## config.mk

```make
export PLATFORM = sky130hd
export DESIGN_NAME = ipc_mu
export DESIGN_NICKNAME = d
export VERILOG_FILES = /design/src/rtl/ipc_mu_pkg.sv /design/src/rtl/ipc_mu_lane.sv /design/src/rtl/ipc_mu_side.sv /design/src/rtl/ipc_mu.sv
export SDC_FILE = /design/constraint.sdc
export NUM_CORES = 1
export LEC_CHECK = 0
export ABC_AREA = 0
export CORE_ASPECT_RATIO = 1.1
export CORE_UTILIZATION = 45
export DETAILED_ROUTE_END_ITERATION = 6
export HOLD_SLACK_MARGIN = 0.08
export PLACE_DENSITY = 0.68
export SLEW_MARGIN = 30
export SYNTH_ARGS = -nofsm -noshare
export SYNTH_HDL_FRONTEND = slang
export SYNTH_SLANG_ARGS = --single-unit
```

## constraint.sdc

```tcl
create_clock -name clk -period 1.95 [get_ports clk]
set_input_delay 0.39 -clock clk [delete_from_list [all_inputs] [get_ports clk]]
set_output_delay 0.39 -clock clk [all_outputs]
set_load 0.005 [all_outputs]
```

## src/rtl/ipc_mu_pkg.sv

```systemverilog
package ipc_mu_pkg;
  localparam int NCH    = 4;
  localparam int NFLAG  = 3;
  localparam int REG_W  = 32;
  localparam int ADDR_W = 6;
  localparam int WIDX_W = ADDR_W - 2;
  localparam int CH_W   = $clog2(NCH);

  // field bases inside status / control words
  localparam int PEND_LSB  = 28;
  localparam int FULL_LSB  = 24;
  localparam int EMPTY_LSB = 20;
  localparam int REQ_LSB   = 16;

  // word indices
  localparam logic [WIDX_W-1:0] IDX_STAT = WIDX_W'(2 * NCH);
  localparam logic [WIDX_W-1:0] IDX_CTRL = WIDX_W'(2 * NCH + 1);

  typedef logic [NCH-1:0][REG_W-1:0] word_arr_t;

  // channel 0 lands on the highest bit of a group
  function automatic logic [NCH-1:0] swap_order(input logic [NCH-1:0] v);
    logic [NCH-1:0] r;
    for (int i = 0; i < NCH; i++) r[NCH-1-i] = v[i];
    return r;
  endfunction

  function automatic logic [REG_W-1:0] place_group(input logic [NCH-1:0] v, input int lsb);
    return REG_W'(swap_order(v)) << lsb;
  endfunction

  function automatic logic [NCH-1:0] pull_group(input logic [REG_W-1:0] w, input int lsb);
    return swap_order(w[lsb +: NCH]);
  endfunction
endpackage

```

## src/rtl/ipc_mu_lane.sv

```systemverilog
// One transfer direction: data words, occupancy and doorbells.
module ipc_mu_lane
  import ipc_mu_pkg::*;
(
  input  logic             clk,
  input  logic             rst_n,
  input  logic [NCH-1:0]   push,
  input  logic [REG_W-1:0] push_data,
  input  logic [NCH-1:0]   pop,
  input  logic [NCH-1:0]   ring,
  input  logic [NCH-1:0]   ack,
  output word_arr_t        data,
  output logic [NCH-1:0]   full,
  output logic [NCH-1:0]   pend
);
  for (genvar c = 0; c < NCH; c++) begin : g_ch
    always_ff @(posedge clk or negedge rst_n) begin
      if (!rst_n) begin
        data[c] <= '0;
        full[c] <= 1'b0;
        pend[c] <= 1'b0;
      end else begin
        if (push[c]) data[c] <= push_data;
        // a new word wins over a same-cycle read
        if (push[c])     full[c] <= 1'b1;
        else if (pop[c]) full[c] <= 1'b0;
        // a new ring wins over a same-cycle acknowledge
        if (ring[c])     pend[c] <= 1'b1;
        else if (ack[c]) pend[c] <= 1'b0;
      end
    end
  end
endmodule

```

## src/rtl/ipc_mu_side.sv

```systemverilog
// Register front end of one side.
module ipc_mu_side
  import ipc_mu_pkg::*;
(
  input  logic              clk,
  input  logic              rst_n,
  input  logic              wr_en,
  input  logic              rd_en,
  input  logic [ADDR_W-1:0] addr,
  input  logic [REG_W-1:0]  wdata,
  output logic [REG_W-1:0]  rdata,
  output logic              irq,
  output logic [NCH-1:0]    push,
  output logic [NCH-1:0]    pop,
  output logic [NCH-1:0]    ring,
  output logic [NCH-1:0]    ack,
  output logic [NFLAG-1:0]  flags_out,
  input  word_arr_t         out_data,
  input  logic [NCH-1:0]    out_full,
  input  logic [NCH-1:0]    out_pend,
  input  word_arr_t         in_data,
  input  logic [NCH-1:0]    in_full,
  input  logic [NCH-1:0]    in_pend,
  input  logic [NFLAG-1:0]  peer_flags
);
  logic              hit;
  logic [WIDX_W-1:0] widx;
  logic              stat_wr, ctrl_wr;
  logic [NCH-1:0]    gie, rie, tie;
  logic [NFLAG-1:0]  flags_q;
  logic [REG_W-1:0]  status_word, ctrl_word;

  assign hit     = (addr[1:0] == 2'b00);
  assign widx    = addr[ADDR_W-1:2];
  assign stat_wr = wr_en && hit && (widx == IDX_STAT);
  assign ctrl_wr = wr_en && hit && (widx == IDX_CTRL);

  for (genvar c = 0; c < NCH; c++) begin : g_dec
    assign push[c] = wr_en && hit && (widx == WIDX_W'(c));
    assign pop[c]  = rd_en && hit && (widx == WIDX_W'(NCH + c));
  end

  assign ring = ctrl_wr ? pull_group(wdata, REQ_LSB)  : '0;
  assign ack  = stat_wr ? pull_group(wdata, PEND_LSB) : '0;

  always_ff @(posedge clk or negedge rst_n) begin
    if (!rst_n) begin
      gie     <= '0;
      rie     <= '0;
      tie     <= '0;
      flags_q <= '0;
    end else if (ctrl_wr) begin
      gie     <= pull_group(wdata, PEND_LSB);
      rie     <= pull_group(wdata, FULL_LSB);
      tie     <= pull_group(wdata, EMPTY_LSB);
      flags_q <= wdata[NFLAG-1:0];
    end
  end

  assign flags_out = flags_q;

  assign status_word = place_group(in_pend, PEND_LSB)
                     | place_group(in_full, FULL_LSB)
                     | place_group(~out_full, EMPTY_LSB)
                     | REG_W'(peer_flags);

  assign ctrl_word = place_group(gie, PEND_LSB)
                   | place_group(rie, FULL_LSB)
                   | place_group(tie, EMPTY_LSB)
                   | place_group(out_pend, REQ_LSB)
                   | REG_W'(flags_q);

  assign irq = |(in_pend & gie) | |(in_full & rie) | |(~out_full & tie);

  always_comb begin
    rdata = '0;
    if (hit) begin
      if (widx < WIDX_W'(NCH))            rdata = out_data[widx[CH_W-1:0]];
      else if (widx < WIDX_W'(2 * NCH))   rdata = in_data[widx[CH_W-1:0]];
      else if (widx == IDX_STAT)          rdata = status_word;
      else if (widx == IDX_CTRL)          rdata = ctrl_word;
    end
  end
endmodule

```

## src/rtl/ipc_mu.sv

```systemverilog
module ipc_mu
  import ipc_mu_pkg::*;
(
  input  logic              clk,
  input  logic              rst_n,
  input  logic              a_wr_en,
  input  logic              a_rd_en,
  input  logic [ADDR_W-1:0] a_addr,
  input  logic [REG_W-1:0]  a_wdata,
  output logic [REG_W-1:0]  a_rdata,
  output logic              a_irq,
  input  logic              b_wr_en,
  input  logic              b_rd_en,
  input  logic [ADDR_W-1:0] b_addr,
  input  logic [REG_W-1:0]  b_wdata,
  output logic [REG_W-1:0]  b_rdata,
  output logic              b_irq
);
  // named internal events, visible to the bound checker
  logic [NCH-1:0]   a_tx_wr, b_tx_wr, a_rx_rd, b_rx_rd;
  logic [NCH-1:0]   a_ring, b_ring, a_ack, b_ack;
  logic [NCH-1:0]   ab_full, ba_full, ab_pend, ba_pend;
  word_arr_t        ab_data, ba_data;
  logic [NFLAG-1:0] a_flags, b_flags;

  ipc_mu_lane u_lane_ab (
    .clk, .rst_n,
    .push(a_tx_wr), .push_data(a_wdata), .pop(b_rx_rd),
    .ring(a_ring), .ack(b_ack),
    .data(ab_data), .full(ab_full), .pend(ab_pend)
  );

  ipc_mu_lane u_lane_ba (
    .clk, .rst_n,
    .push(b_tx_wr), .push_data(b_wdata), .pop(a_rx_rd),
    .ring(b_ring), .ack(a_ack),
    .data(ba_data), .full(ba_full), .pend(ba_pend)
  );

  ipc_mu_side u_side_a (
    .clk, .rst_n,
    .wr_en(a_wr_en), .rd_en(a_rd_en), .addr(a_addr), .wdata(a_wdata),
    .rdata(a_rdata), .irq(a_irq),
    .push(a_tx_wr), .pop(a_rx_rd), .ring(a_ring), .ack(a_ack), .flags_out(a_flags),
    .out_data(ab_data), .out_full(ab_full), .out_pend(ab_pend),
    .in_data(ba_data), .in_full(ba_full), .in_pend(ba_pend), .peer_flags(b_flags)
  );

  ipc_mu_side u_side_b (
    .clk, .rst_n,
    .wr_en(b_wr_en), .rd_en(b_rd_en), .addr(b_addr), .wdata(b_wdata),
    .rdata(b_rdata), .irq(b_irq),
    .push(b_tx_wr), .pop(b_rx_rd), .ring(b_ring), .ack(b_ack), .flags_out(b_flags),
    .out_data(ba_data), .out_full(ba_full), .out_pend(ba_pend),
    .in_data(ab_data), .in_full(ab_full), .in_pend(ab_pend), .peer_flags(a_flags)
  );
endmodule

```

==> flow_summary.ini, run 1 <==
[outcome]
status = finished with violations
violations = negative setup slack

[detailed_routing]
drtIter0Drc = 1073
viasPerCell = 6.04
routedWlPerCell_um = 25.8
vias = 13500
wl_um = 57500
dr.pass1.iters = 5
ant_nets = 0
drc_errors = 0

[timing]
layout_setup_ws_ns = -0.372
tns_ns = -12.69
setup_violations = 70
fmax_mhz = 431
rsz0062_at_grt = true
tightest_slew_ns = 0.492
maxSlewViolCount = 0
slew_headroom = 0.671
fin_skew_ns = 0
hold_violations = 0
post-route-period-util = 1.19
period_needed_ns = 2.32

[yosys]
avgSynthCellArea_um2 = 12.2
synthCells = 1355
synth_edf_count = 0
ys.warnings.count = 0
synth_seq_area_share = 0.455
synth-seq-cells = 302
synth_flop_cell = dfrtp_1
async_flop_share = 1.00
yosysUniqueCellTypes = 56
yosysTopAreaCell = dfrtp_1
synth_top_area_frac = 0.455
synth_area_leaders = dfrtp_1, mux2_2, mux4_2
synth_nets = 1437
synth_area_um2 = 16600

[global_route]
antenna_found_initial = 1
grt_start_max_net_pins = 70
grt_pass1_wl_um = 85100
overflow = 0
first_global_vias = 13900
grtUsageTotal = 0.304

[finish]
layout.cells.non_filler = 2232
drive_above_1_share = 0.557
num-nets-final = 1800
fillers = 2644
area_growth_pct = 38.4
reg_top3 = u_lane_ab.data: 128 flops, u_lane_ba.data: 128 flops

[clock_network]
clkTransAtPathRegs_ns = 0.06
cts_sinks = 302
cts_tree = yes
clk_latency_ns = 0.52
cts_root_buf = clkbuf_16
clk_path_buf_depth = 3
cts_max_level = 2
numCtsBuffers = 35

[worst_setup_path]
critPathRequiredTime_ns = 1.56
r2r_slack_ns = 0.84
r2r_start = u_lane_ab.full[1]
ff2ff_path_depth = 5
startpoint_type = flop
cp-startpoint = u_lane_ba.data[100]
endpoint = b_rdata[4]
reg2reg_to = u_lane_ab.full[1]
path_class = flop to primary output
critPathCaptureType = primary output
cp.arrival_ns = 1.93
worst-path-max-fanout = 2

[floorplan]
core-area_um2 = 36300
start_util = 0.458
ios = 148
die_area_um2 = 37700
rows = 73
die_h_um = 203
die_w_um = 185

[placed_design]
portBuffers = 147
dp_hpwl_um = 36600
place_inst = 2056
finalWeightedCongestion = 0.915

[pwr]
vdd_drop_max_uv = 522
total_leakage_power_nw = 10.7
power_per_cell_area_nw_per_um2 = 822

[run]
maxCapViolations = 0

[hold_path]
hold_path_class = input pin to asynchronous set/reset pin
==> cell type report <==
class / instances / area (um2) / share of cell area
multi-input combinational: 938 / 9300 / 0.405
sequential: 302 / 7570 / 0.329
timing repair buffer: 427 / 4290 / 0.187
clock buffer: 47 / 981 / 0.0427
tap: 487 / 609 / 0.0265
clock inverter: 16 / 173 / 0.00751
inverter: 14 / 55.1 / 0.00240
antenna: 1 / 2.50 / 0.000109
==> Yosys cell counts (17+ instances only) <==
master and n:
clkbuf_1 34, o22ai_1 28, nor2b_1 23, a211oi_1 24, nand3_1 17, mux4_2 52, nor3_1 17, dfrtp_1 302
buf_2 48, mux2i_1 98, mux2_2 336, nor2_1 47, nand2_1 126, o21ai_0 60
==> layout by cell type, fill, tap and decap left out, types with 10 or more instances in the layout <==
cell type        count
buf_12              47
buf_4              166
nand3_1             10
a211oi_2            18
clkdlybuf4s50_1     68
o22ai_2             12
mux2i_1             84
o22ai_1             13
buf_2               66
dfrtp_1            294
nand2_1            121
nor2b_1             22
nor3_2              16
mux2_4              11
inv_1               10
o21ai_2             23
nor2_1              33
mux2_2             325
a22oi_1             14
buf_6               60
o21ai_0             13
mux4_2              52
clkbuf_16           37
o211ai_1            15
o21ai_1             22
==> how the worst min path moves through the flow <==
stage | end | slack, ns | cells after the start
floorplan | u_lane_ab.data[0] | 0.09 | 0
global placement | u_lane_ba.data[10] | 0.33 | 1
detailed placement | u_lane_ba.data[10] | 0.33 | 1
CTS | u_lane_ba.data[10] | 0.37 | 2
global route | u_lane_ba.data[42] | 0.37 | 2
finish | u_lane_ba.data[42] | 0.34 | 2
==> metal layers <==
| layer | up-vias | global-route usage | wire (um) |
|---|---|---|---|
| met5 | - | 0 | 0 |
| li1 | 5734 | - | - |
| met1 | 6930 | 0.393 | 22800 |
| met2 | 651 | 0.490 | 27800 |
| met3 | 176 | 0.0471 | 3900 |
| met4 | 0 | 0.168 | 3050 |
==> critical path, cell delays in order, from the launching register on <==
cell and delay, ns:
dfrtp_1 0.41, buf_6 0.13, mux4_2 0.47, mux2i_1 0.18
nor2_2 0.07, buf_2 0.13
==> logic make-up after synthesis <==
family,count (synthesis),synth area share
flops,302,0.455
mux,490,0.360
compound gates,174,0.0687
simple gates,274,0.0785
buf+inv,115,0.0372
==> per-stage QoR <==
step / hold WS, ns / util / worst slack (ns) / cell area [um2] / total power, mW
floorplan: 0.0944 / - / -0.0228 / 16600 / 9.64
global placement: 0.329 / 0.549 / -1.03 / 19900 / 11.1
detailed placement: 0.334 / 0.549 / -1.07 / 19900 / 11.2
CTS: 0.367 / 0.621 / -0.353 / 22500 / 18.6
global route: 0.369 / 0.634 / -0.421 / 23000 / 19.6
finish: 0.344 / 0.634 / -0.372 / 23000 / 18.9
==> power breakdown <==
part           switching [mW]  internal [mW]  total (mW)
Combinational            1.89           2.51        4.40
Clock                    2.72           3.95        6.68
Sequential              0.678           7.13        7.80
==> what timing repair did <==
action / 4_1_cts / 5_1_grt
pin swaps: 113 / 88
hold buffers: 1 / 0
hold endpoints to repair: 29 / 0
setup buffers: 90 / 17
cloned: 9 / 2
setup endpoints to repair: 194 / 86
resized for setup: 531 / 79
Power figures use the tool's default switching activity.
==> inputs of run 2 (changes only) <==
--- a/config.mk
+++ b/config.mk
@@ -8,9 +8,11 @@
 export ABC_AREA = 0
 export CORE_ASPECT_RATIO = 1.1
 export CORE_UTILIZATION = 45
+export CTS_CLUSTER_SIZE = 30
 export DETAILED_ROUTE_END_ITERATION = 6
 export HOLD_SLACK_MARGIN = 0.08
 export PLACE_DENSITY = 0.68
+export RECOVER_POWER = 50
 export SLEW_MARGIN = 30
 export SYNTH_ARGS = -nofsm -noshare
 export SYNTH_HDL_FRONTEND = slang
==> run 2 against run 1 <==
The run still ends with negative setup slack left. Sequential power about the same. Routed wire length about the same. Count of clock-buffer cells in the layout unchanged.
==> flow_summary.ini, run 2 (same netlist as run 1, synthesis figures left out) <==
[floorplan]
rows = 73
core-area_um2 = 36300
die_w_um = 185
die_area_um2 = 37700
start_util = 0.458
die_h_um = 203
ios = 148

[global_route]
grt_pass1_wl_um = 85100
antenna_found_initial = 1
overflow = 0
grtUsageTotal = 0.304
first_global_vias = 13900
grt_start_max_net_pins = 70

[timing]
maxSlewViolCount = 0
fmax_mhz = 431
fin_skew_ns = 0
layout_setup_ws_ns = -0.369
hold_violations = 0
post-route-period-util = 1.19
slew_headroom = 0.121
tightest_slew_ns = 1.32
setup_violations = 72
rsz0062_at_grt = true
whs_ns = 0.510
period_needed_ns = 2.32

[clock_network]
clk_path_buf_depth = 3
cts_root_buf = clkbuf_16
cts_tree = yes
numCtsBuffers = 35
clk_latency_ns = 0.52
clkTransAtPathRegs_ns = 0.06
cts_sinks = 302
cts_max_level = 2

[worst_setup_path]
critPathRequiredTime_ns = 1.56
critPathCaptureType = primary output
startpoint_type = flop
worst-path-max-fanout = 2
cp.arrival_ns = 1.93
r2r_slack_ns = 0.84
path_class = flop to primary output

[finish]
layout_commonest_cell = mux2_2
layout.cells.non_filler = 2232
reg_top3 = u_lane_ab.data: 128 flops, u_lane_ba.data: 128 flops
area_growth_pct = 37.9
final_cell_mix = mux2_2, dfrtp_1, buf_4, nand2_1, mux2i_1
num-nets-final = 1800
fillers = 2659
drive_above_1_share = 0.555

[run]
maxCapViolations = 0

[pwr]
internal-power_mw = 13.6
p_sw_frac = 0.280
pwr-share-seq = 0.414
clkPwrFrac = 0.354
p_switching_mw = 5.28
power_per_cell_area_nw_per_um2 = 823
vdd_drop_max_uv = 523
total_leakage_power_nw = 10.7
power_frac_comb = 0.232
power.total_mw = 18.8

[placed_design]
place_inst = 2056
portBuffers = 147
dp_hpwl_um = 36600
finalWeightedCongestion = 0.915

[detailed_routing]
viasPerCell = 6.07
drc_errors = 0
routedWlPerCell_um = 25.8
drtIter0Drc = 1102
vias = 13600
ant_nets = 0
wl_um = 57500
dr.pass1.iters = 5

[outcome]
violations = negative setup slack
status = finished with violations

[hold_path]
hold_path_class = input pin to flop
## run 2: power groups by stage
stage / logic (mW) / registers [mW] / clock network [mW]
5_1_grt: 4.60 / 7.91 / 7.02
3_5_place_dp: 3.36 / 7.87 / 0
2_1_floorplan: 2.00 / 7.64 / 0
3_3_place_gp: 3.30 / 7.80 / 0
4_1_cts: 4.11 / 7.74 / 6.74
6_report: 4.37 / 7.80 / 6.67
## run 2: critical path: stages (launching register included)
cell and delay (ns):
dfrtp_1 0.41, buf_6 0.13, mux4_2 0.47, mux2i_1 0.18, nor2_2 0.07, buf_2 0.13
## run 2: timing repair
| item | 4_1_cts | 5_1_grt |
|---|---|---|
| cloned | 9 | 2 |
| endpoints found under the setup margin | 194 | 86 |
| hold buffers | 1 | 0 |
| pin swaps | 113 | 88 |
| buffers inserted | 90 | 17 |
| resized for setup | 531 | 79 |
| hold endpoints to repair | 29 | 0 |
## run 2: cell type report
cell class	count	area [um2]	share of cell area
Inverter	14	55.1	0.00240
Clock inverter	16	173	0.00754
Multi-Input combinational cell	938	9300	0.406
Clock buffer	47	981	0.0428
Tap cell	487	609	0.0266
Antenna cell	1	2.50	0.000109
Timing Repair Buffer	427	4210	0.184
Sequential cell	302	7570	0.330
## run 2: final timing paths
kind | from | to | depth (start not counted)
worst min-delay path | b_addr[2] | u_lane_ba.full[1] | 4
worst max register to register | u_lane_ab.full[1] | u_lane_ab.full[1] | 5
min in group asynchronous | rst_n | u_lane_ba.data[42] | 2
worst max-delay path | u_lane_ba.data[100] | b_rdata[4] | 5
max in group asynchronous | rst_n | u_lane_ba.full[2] | 3
worst min register to register | u_lane_ab.data[64] | u_lane_ab.data[64] | 1
## run 2: routing by layer
layer  track usage  wire length [um]
met3        0.0471              4130
met4         0.168              3120
met2         0.490             27600
met5             0                 0
met1         0.393             22700
## run 2: stage by stage
step	setup WS (ns)	cell area, um2	util	TNS [ns]
finish	-0.369	22900	0.631	-12.59
global route	-0.421	22900	0.631	-19.87
CTS	-0.353	22500	0.621	-13.04
detailed placement	-1.07	19900	0.549	-206.00
global placement	-1.03	19900	0.549	-206.92
floorplan	-0.0228	16600	-	-0.0457
==> inputs of run 3 (changes only) <==
--- a/config.mk
+++ b/config.mk
@@ -6,13 +6,15 @@
 export NUM_CORES = 1
 export LEC_CHECK = 0
 export ABC_AREA = 0
+export ABC_CLOCK_PERIOD_IN_PS = 1950
 export CORE_ASPECT_RATIO = 1.1
 export CORE_UTILIZATION = 45
 export CTS_CLUSTER_SIZE = 30
 export DETAILED_ROUTE_END_ITERATION = 6
 export HOLD_SLACK_MARGIN = 0.08
-export PLACE_DENSITY = 0.68
+export PLACE_DENSITY = 0.65
 export RECOVER_POWER = 50
+export REMOVE_ABC_BUFFERS = 1
 export SLEW_MARGIN = 30
 export SYNTH_ARGS = -nofsm -noshare
 export SYNTH_HDL_FRONTEND = slang
==> run 3 against run 2 <==
The run still ends with negative setup slack left. Design area up 2.2%. Sequential power about the same. Fmax up 0.32%. Routed wire length is 1.1% lower. Critical path type unchanged. Largest cell class unchanged.
==> flow_summary.ini, run 3 (same netlist as run 1, synthesis figures left out) <==
[clock_network]
clkTransAtPathRegs_ns = 0.06
cts_max_level = 2
cts_tree = yes
clk_latency_ns = 0.52
cts_sinks = 302
clk_path_buf_depth = 3
numCtsBuffers = 37
cts_root_buf = clkbuf_16

[worst_setup_path]
startpoint_type = flop
cp.arrival_ns = 1.92
endpoint = b_irq
crit_cells = 6
r2r_slack_ns = 0.84
critPathRequiredTime_ns = 1.56
crit_slowest_cell = dfrtp_1
path_class = flop to primary output
critPathCaptureType = primary output
r2r_start = u_lane_ba.data[109]
path_delay_family = compound AO/OA/AOI/OAI gates
ff2ff_path_depth = 4
cp.buffers_inverters = 2
cp-startpoint = u_lane_ab.full[2]
worst-path-max-fanout = 3
max_stage_delay_ns = 0.40
reg2reg_to = u_lane_ba.data[109]
crit_chain = buf_6 > a22oi_2 > nand3_2 > a2111oi_4 > o2111ai_2 > buf_2

[floorplan]
rows = 73
ios = 148
die_w_um = 185
core-area_um2 = 36300
start_util = 0.458
die_h_um = 203
die_area_um2 = 37700

[global_route]
overflow = 0
grtUsageTotal = 0.307
antenna_found_initial = 1
grt_start_max_net_pins = 57
grt_pass1_wl_um = 85600
first_global_vias = 14200

[placed_design]
portBuffers = 147
place_area_um2 = 20100
finalWeightedCongestion = 0.900
dp_hpwl_um = 35800
place_inst = 2076

[pwr]
p_switching_mw = 5.16
pwr-share-seq = 0.411
clkPwrFrac = 0.363
power_frac_comb = 0.226
total_leakage_power_nw = 10.9
vdd_drop_max_uv = 665
power_per_cell_area_nw_per_um2 = 807
internal-power_mw = 13.7
p_sw_frac = 0.273

[timing]
fin_skew_ns = 0
slew_headroom = 0.425
tns_ns = -11.16
hold_violations = 0
post-route-period-util = 1.19
fmax_mhz = 433
rsz0062_at_grt = true
maxSlewViolCount = 0
layout_setup_ws_ns = -0.361
setup_violations = 66
period_needed_ns = 2.31
whs_ns = 0.475
tightest_slew_ns = 0.863

[detailed_routing]
dr.pass1.iters = 6
vias = 13400
wl_um = 56900
ant_nets = 0
viasPerCell = 5.94
routedWlPerCell_um = 25.3
drtIter0Drc = 938
drc_errors = 0

[finish]
reg_top3 = u_lane_ab.data: 128 flops, u_lane_ba.data: 128 flops
drive_above_1_share = 0.554
layout.cells.non_filler = 2249
area_growth_pct = 41.0
layout_commonest_cell = mux2_2
postLayoutCellArea_um2 = 23400
num-nets-final = 1818
fillers = 2683
final_cell_mix = mux2_2, dfrtp_1, buf_4, nand2_1, mux2i_1

[run]
maxCapViolations = 0

[hold_path]
hold_path_class = input pin to flop

[outcome]
status = finished with violations
violations = negative setup slack
run 3: cell count changes in the layout (fill, tap and decap cells not counted), moves of 5 or more:
cell,previous run,this run
dfrtp_2,8,3
mux2_2,325,314
buf_8,3,9
buf_12,43,57
dfrtp_1,294,299
o22ai_4,3,8
bufbuf_16,5,0
mux2_4,11,22
buf_6,61,66
buf_16,3,8
clkinv_2,8,2
o22ai_1,13,4
run 3: power by group through the flow:
stage	combinational (mW)	clock (mW)	sequential (mW)
2_1_floorplan	1.83	0	7.64
3_3_place_gp	3.30	0	7.79
3_5_place_dp	3.36	0	7.84
4_1_cts	4.04	6.92	7.73
5_1_grt	4.53	7.19	7.88
6_report	4.27	6.86	7.77
run 3: how the worst min path moves through the flow:
stage                    from                 end  slack, ns  cells after the start
CTS                 b_addr[3]   u_lane_ab.full[0]       0.44                      4
finish              b_addr[3]   u_lane_ab.full[0]       0.47                      4
detailed placement      rst_n  u_lane_ab.data[92]       0.38                      1
floorplan               rst_n   u_lane_ab.data[0]       0.09                      0
global route        b_addr[3]   u_lane_ab.full[0]       0.50                      4
global placement        rst_n  u_lane_ab.data[81]       0.38                      1
run 3: cell type report:
class	count	area (um2)	share of cell area
clock inverters	4	48.8	0.00208
multi-input cells	938	9450	0.404
clock buffers	60	1150	0.0493
diodes	1	2.50	0.000107
repair buffers	443	4530	0.193
well taps	487	609	0.0260
flip-flops and latches	302	7560	0.323
inverters	14	52.6	0.00224
run 3: worst reg2reg max path: stages (launching register included):
cell,delay [ns]
dfrtp_1,0.39
buf_6,0.12
buf_4,0.12
buf_4,0.12
mux2_2,0.25
run 3: metal layers:
metal | global-route usage | wire length (um) | up-vias
li1 | - | - | 5789
met3 | 0.0573 | 3720 | 168
met5 | 0 | 0 | -
met1 | 0.384 | 22600 | 6811
met2 | 0.514 | 28000 | 583
met4 | 0.141 | 2570 | 0
run 3: timing repair:
action	in CTS	in global routing
setup endpoints to repair	194	73
hold buffers	1	0
pin swaps	117	90
cloned	7	0
hold endpoints to repair	47	0
setup buffers	92	19
gates resized for setup	582	78
run 3: metrics by stage:
stage	worst slack [ns]	util	total power, mW
after floorplan	-1.37	-	9.46
after global placement	-1.26	0.554	11.1
after detailed placement	-1.26	0.554	11.2
after CTS	-0.358	0.637	18.7
after global routing	-0.423	0.646	19.6
final	-0.361	0.646	18.9
